`src/rtl/mapper_pkg.sv`:
```
package mapper_pkg;
  // Index of each mapping register inside the file (index = word address - octal 032)
  localparam int IDX_IND_HI   = 0;  // octal 032
  localparam int IDX_FET_LO   = 1;  // octal 033
  localparam int IDX_FET_HI   = 2;  // octal 034
  localparam int IDX_IND_LO   = 3;  // octal 035
  localparam int IDX_BASE     = 4;  // octal 036
  localparam int IDX_GRANT    = 5;  // octal 037
  localparam int NUM_MAP      = 6;
  localparam int IDX_W        = $clog2(NUM_MAP);

  typedef enum logic [1:0] {
    KIND_DATA  = 2'd0,
    KIND_FETCH = 2'd1,
    KIND_BASE  = 2'd2,
    KIND_GRANT = 2'd3
  } accKind_e;

  typedef struct packed {
    logic             memStb;   // memory cycle: register the physical address
    logic             regStb;   // register-space cycle
    logic             wrStb;    // write one mapping register
    logic             rdStb;    // read one mapping register
    logic [IDX_W-1:0] regIdx;   // register addressed by a register cycle
    logic [IDX_W-1:0] selIdx;   // register chosen for address translation
  } ctrlStb_t;
endpackage

```
`src/rtl/mapCtrl.sv`:
```
module mapCtrl
  import mapper_pkg::*;
#(
  parameter int ADDR_W   = 16,
  parameter int REG_SPAN = 32,
  parameter int MAP_BASE = 26
) (
  input  logic              cycStart,
  input  logic [ADDR_W-1:0] logAddr,
  input  logic              kindGrant,
  input  logic              kindBase,
  input  logic              kindFetch,
  input  logic              wrReq,
  output ctrlStb_t          stb
);
  localparam logic [ADDR_W-1:0] SPAN_A  = ADDR_W'(REG_SPAN);
  localparam logic [ADDR_W-1:0] BASE_A  = ADDR_W'(MAP_BASE);
  localparam logic [ADDR_W-1:0] LIMIT_A = ADDR_W'(MAP_BASE + NUM_MAP);

  accKind_e kind;
  logic     upperHalf;
  logic     inRegSpace;
  logic     inMapWindow;

  assign upperHalf   = logAddr[ADDR_W-1];
  assign inRegSpace  = logAddr < SPAN_A;
  assign inMapWindow = (logAddr >= BASE_A) && (logAddr < LIMIT_A);

  // Precedence: grant, base page, fetch, data
  always_comb begin
    if (kindGrant)      kind = KIND_GRANT;
    else if (kindBase)  kind = KIND_BASE;
    else if (kindFetch) kind = KIND_FETCH;
    else                kind = KIND_DATA;
  end

  always_comb begin
    stb        = '0;
    stb.memStb = cycStart && !inRegSpace;
    stb.regStb = cycStart && inRegSpace;
    stb.wrStb  = cycStart && inMapWindow && wrReq;
    stb.rdStb  = cycStart && inMapWindow && !wrReq;
    stb.regIdx = IDX_W'(logAddr - BASE_A);
    unique case (kind)
      KIND_GRANT: stb.selIdx = IDX_W'(IDX_GRANT);
      KIND_BASE:  stb.selIdx = IDX_W'(IDX_BASE);
      KIND_FETCH: stb.selIdx = upperHalf ? IDX_W'(IDX_FET_HI) : IDX_W'(IDX_FET_LO);
      default:    stb.selIdx = upperHalf ? IDX_W'(IDX_IND_HI) : IDX_W'(IDX_IND_LO);
    endcase
  end
endmodule

```
`src/rtl/mapDatapath.sv`:
```
module mapDatapath
  import mapper_pkg::*;
#(
  parameter int ADDR_W = 16,
  parameter int DATA_W = 16,
  parameter int BLK_W  = 6
) (
  input  logic                    clk,
  input  logic                    rstN,
  input  ctrlStb_t                stb,
  input  logic [ADDR_W-1:0]       logAddr,
  input  logic [DATA_W-1:0]       wrData,
  output logic                    physValid,
  output logic [BLK_W+ADDR_W-2:0] physAddr,
  output logic                    regHit,
  output logic                    rdValid,
  output logic [DATA_W-1:0]       rdData
);
  localparam int OFF_W  = ADDR_W - 1;
  localparam int PHYS_W = BLK_W + OFF_W;

  logic [BLK_W-1:0] mapReg [NUM_MAP];
  logic [BLK_W-1:0] selBlk;
  logic [BLK_W-1:0] rdBlk;

  for (genvar i = 0; i < NUM_MAP; i++) begin : g_map
    always_ff @(posedge clk or negedge rstN) begin
      if (!rstN)
        mapReg[i] <= '0;
      else if (stb.wrStb && (stb.regIdx == IDX_W'(i)))
        mapReg[i] <= wrData[BLK_W-1:0];
    end
  end

  always_comb begin
    selBlk = '0;
    rdBlk  = '0;
    for (int i = 0; i < NUM_MAP; i++) begin
      if (stb.selIdx == IDX_W'(i)) selBlk = mapReg[i];
      if (stb.regIdx == IDX_W'(i)) rdBlk  = mapReg[i];
    end
  end

  always_ff @(posedge clk or negedge rstN) begin
    if (!rstN) begin
      physValid <= 1'b0;
      physAddr  <= '0;
      regHit    <= 1'b0;
      rdValid   <= 1'b0;
      rdData    <= '0;
    end else begin
      physValid <= stb.memStb;
      regHit    <= stb.regStb;
      rdValid   <= stb.rdStb;
      if (stb.memStb) physAddr <= PHYS_W'({selBlk, logAddr[OFF_W-1:0]});
      if (stb.rdStb)  rdData   <= DATA_W'(rdBlk);
    end
  end
endmodule

```
`src/rtl/memBlockMapper.sv`:
```
module memBlockMapper
  import mapper_pkg::*;
#(
  parameter int ADDR_W   = 16,
  parameter int DATA_W   = 16,
  parameter int BLK_W    = 6,
  parameter int REG_SPAN = 32,
  parameter int MAP_BASE = 26
) (
  input  logic                    clk,
  input  logic                    rstN,
  input  logic                    cycStart,
  input  logic [ADDR_W-1:0]       logAddr,
  input  logic                    kindGrant,
  input  logic                    kindBase,
  input  logic                    kindFetch,
  input  logic                    wrReq,
  input  logic [DATA_W-1:0]       wrData,
  output logic                    physValid,
  output logic [BLK_W+ADDR_W-2:0] physAddr,
  output logic                    regHit,
  output logic                    rdValid,
  output logic [DATA_W-1:0]       rdData
);
  ctrlStb_t stb;

  mapCtrl #(.ADDR_W(ADDR_W), .REG_SPAN(REG_SPAN), .MAP_BASE(MAP_BASE)) u_ctrl (
    .cycStart (cycStart),
    .logAddr  (logAddr),
    .kindGrant(kindGrant),
    .kindBase (kindBase),
    .kindFetch(kindFetch),
    .wrReq    (wrReq),
    .stb      (stb)
  );

  mapDatapath #(.ADDR_W(ADDR_W), .DATA_W(DATA_W), .BLK_W(BLK_W)) u_dp (
    .clk      (clk),
    .rstN     (rstN),
    .stb      (stb),
    .logAddr  (logAddr),
    .wrData   (wrData),
    .physValid(physValid),
    .physAddr (physAddr),
    .regHit   (regHit),
    .rdValid  (rdValid),
    .rdData   (rdData)
  );
endmodule

```
`config.mk`:
```
export PLATFORM = sky130hd
export DESIGN_NAME = memBlockMapper
export DESIGN_NICKNAME = d
export VERILOG_FILES = /design/src/rtl/mapper_pkg.sv /design/src/rtl/mapCtrl.sv /design/src/rtl/mapDatapath.sv /design/src/rtl/memBlockMapper.sv
export SDC_FILE = /design/constraint.sdc
export NUM_CORES = 1
export LEC_CHECK = 0
export BUFFER_PORTS_ARGS = -buffer_cell sky130_fd_sc_hd__clkbuf_2
export CAP_MARGIN = 20
export CORE_MARGIN = 2
export CORE_UTILIZATION = 54
export CTS_CLUSTER_DIAMETER = 30
export CTS_CLUSTER_SIZE = 14
export DETAILED_ROUTE_END_ITERATION = 10
export GPL_TIMING_DRIVEN = 0
export PLACE_DENSITY_LB_ADDON = 0.2
export SLEW_MARGIN = 20
export SYNTH_ARGS = -nofsm -noshare
export SYNTH_HDL_FRONTEND = slang
export SYNTH_SLANG_ARGS = --single-unit
```
`constraint.sdc`:
```
create_clock -name clk -period 1.2 [get_ports clk]
set_input_delay 0 -clock clk [delete_from_list [all_inputs] [get_ports clk]]
set_output_delay 0 -clock clk [all_outputs]
set_load 0.03 [all_outputs]
```
==> results.sh <==
export IMPL_grt_usage_pct=27.8
export IMPL_violations="negative setup slack"
export IMPL_worstPathArrival_ns=1.65
export IMPL_yosys_warnings=0
export IMPL_intPower_uw=4110
export IMPL_io_buffers=56
export IMPL_row_count=28
export IMPL_placed_cells=447
export IMPL_synthTopCellsByArea="dfrtp_1, mux2_4, mux2_2"
export IMPL_clkSlewWorstSetupHoldPaths_ns=0.07
export IMPL_min_period_ns=1.41
export IMPL_hold_class="in2reg"
export IMPL_hpwl_um=5710
export IMPL_final_common_cell="dfrtp_1"
export IMPL_wirelength_um=9660
export IMPL_critPathCaptureType="flip-flop"
export IMPL_post_synth_num_cell_types=34
export IMPL_crit_reg2reg_launch="u_dp.mapReg[6]"
export IMPL_vias_per_cell=5.80
export IMPL_gp_congestion=0.931
export IMPL_grt_pass1_vias=2921
export IMPL_yosysSeqAreaShare_pct=48.6
export IMPL_cts_sinks=66
export IMPL_period_share_pct=118
export IMPL_fp_dieArea_sq_um=6950
export IMPL_switching_share_pct=26.3
export IMPL_finalInstanceArea_sq_um=4730
export IMPL_hold_viol=0
export IMPL_cts_tree="yes"
export IMPL_die_width_um=83.3
export IMPL_worst_pin_slew_ns=0.745
export IMPL_maxCapViolCount=0
export IMPL_fin_setup_tns_ns=-5.43
export IMPL_routedWlPerCell_um=19.0
export IMPL_yosysTopAreaCellShare_pct=48.6
export IMPL_pwr_share_comb_pct=16.2
export IMPL_finalClockSkew_ns=0.00646
export IMPL_crit_path_start_kind="input pin"
export IMPL_place_area_sq_um=3960
export IMPL_hold_start="cycStart"
export IMPL_cts_buffers=9
export IMPL_grt_max_degree=37
export IMPL_ant_nets=0
export IMPL_seq_power_share_pct=41.7
export IMPL_switchingPower_uw=1460
export IMPL_area_growth_pct=39.1
export IMPL_syn_inst=306
export IMPL_path_max_fanout=6
export IMPL_outcome="complete, but fails checks"
export IMPL_grt_pass1_wl_um=14900
export IMPL_antenna_found_initial=0
export IMPL_clk_latency_ns=0.35
export IMPL_crit_required_ns=1.44
export IMPL_grt_overflow=0
export IMPL_dr_pass1_iters=6
export IMPL_diodes=0
export IMPL_clock_power_share_pct=42.1
export IMPL_mostFrequentLayoutCells="dfrtp_1, clkbuf_2, mux2_4"
export IMPL_start_util_pct=56.7
export IMPL_cts_max_path_buffers=2
export IMPL_drv_slew=0
export IMPL_drc=0
export IMPL_power_leakage_uw=0.00237
export IMPL_fmax_ghz=0.708
export IMPL_drtIter0Drc=234
export IMPL_core_area_sq_um=5990
export IMPL_root_buffer="clkbuf_8"
export IMPL_maxSlewHeadroom_pct=50.3
export IMPL_htree_levels=3
export IMPL_syn_area_per_cell_sq_um=11.1
export IMPL_finalPower_uw=5570
export IMPL_yosysTopAreaCell="dfrtp_1"
export IMPL_fillers=368
export IMPL_startpoint="logAddr[10]"
export IMPL_setup_violations=43
export IMPL_peakVddDrop_mv=0.763
export IMPL_powerDensity_nw_per_um2=1180
export IMPL_final_nets=469
export IMPL_rsz0062_at_grt="yes"
export IMPL_io_pins=79
export IMPL_drive_above_1_share_pct=41.9
export IMPL_synth_cell_area_sq_um=3400
export IMPL_worstSetupPathType="in2reg"
export IMPL_num_vias=2954
export IMPL_ys_seq_elements=66
export IMPL_worst_slack_ns=-0.212
export IMPL_final_cells=509
export IMPL_die_h_um=83.3
## timing repair
| item | CTS | global route |
|---|---|---|
| setup endpoints to repair | 45 | 55 |
| resized for setup | 10 | 31 |
| pin swaps | 11 | 12 |
| endpoints found under the hold margin | 85 | 0 |
| hold buffers | 26 | 0 |
| buffers inserted | 15 | 9 |
## per-stage QoR
stage	setup WS, ns	hold WS (ns)	util [%]
6_report	-0.212	0.0472	78.9
5_1_grt	-0.230	0.0780	78.9
4_1_cts	-0.163	0.0129	76.5
3_5_place_dp	-0.860	0.00403	66.0
3_3_place_gp	-0.842	0.225	65.6
2_1_floorplan	-0.499	-0.296	-
## final timing paths
kind | end | slack, ns | depth (start not counted)
max | u_dp.mapReg[18] | -0.21 | 5
min | u_dp.physAddr[14] | 0.05 | 2
max reg2reg | u_dp.rdData[0] | -0.04 | 4
min reg2reg | u_dp.physAddr[9] | 0.48 | 2
max in group asynchronous | u_dp.rdData[5] | 0.50 | 3
min in group asynchronous | u_dp.physAddr[2] | 0.15 | 2
## critical path, cell delays in order
cell,delay (ns)
clkbuf_2,0.10
nor4_4,0.36
nand3_4,0.17
or4_4,0.67
mux2_4,0.34
## routing by layer
| layer | track usage [%] | wire, um |
|---|---|---|
| met1 | 36.1 | 4050 |
| met2 | 43.5 | 4640 |
| met3 | 4.77 | 597 |
| met4 | 16.7 | 370 |
| met5 | 0 | 0 |
## sequential cells by signal (all words and copies together) (netlist names)
register / cells
u_dp.mapReg: 36
u_dp.physAddr: 21
u_dp.physValid: 1
u_dp.rdData: 6
u_dp.rdValid: 1
u_dp.regHit: 1
## layout make-up
class | instances | area (sq um) | share of cell area [%]
buffer | 27 | 179 | 3.78
clock buffer | 11 | 151 | 3.20
clock inverter | 5 | 100 | 2.12
inverter | 19 | 83.8 | 1.77
multi-input combinational | 200 | 1690 | 35.8
sequential | 66 | 1650 | 34.9
tap | 75 | 93.8 | 1.98
timing repair buffer | 106 | 774 | 16.4
## synth_stat cells (all sizes together)
cell,n
o41ai,1
a21oi,14
mux2i,12
o221ai,6
or4b,1
buf,16
nand3,2
inv,19
nor2b,6
o21ai,16
a31o,1
nand2,29
a22o,1
clkbuf,14
mux2,41
nor2,22
and3,2
or4,3
ha,1
a221oi,11
or3,1
conb,1
nor3,1
o31ai,6
a211oi,5
nand3b,2
nor4,6
dfrtp,66
## kinds of logic (layout without fill, tap and decap cells)
family / count (synthesis) / in the layout / synth area share (%)
fa+ha+maj: 1 / 1 / 0.368
flops: 66 / 66 / 48.6
buf+inv: 49 / 168 / 7.29
other cells: 1 / 10 / 0.110
mux: 53 / 53 / 19.1
simple gates: 75 / 75 / 12.6
compound gates: 61 / 61 / 12.0
## power by group through the flow
stage / Sequential [uW] / Combinational (uW) / Clock [uW]
6_report: 2320 / 905 / 2350
4_1_cts: 2320 / 845 / 2370
2_1_floorplan: 2490 / 334 / 0
5_1_grt: 2330 / 961 / 2460
3_5_place_dp: 2360 / 755 / 0
3_3_place_gp: 2360 / 734 / 0
Note: power is estimated with default switching activity, not from simulation.
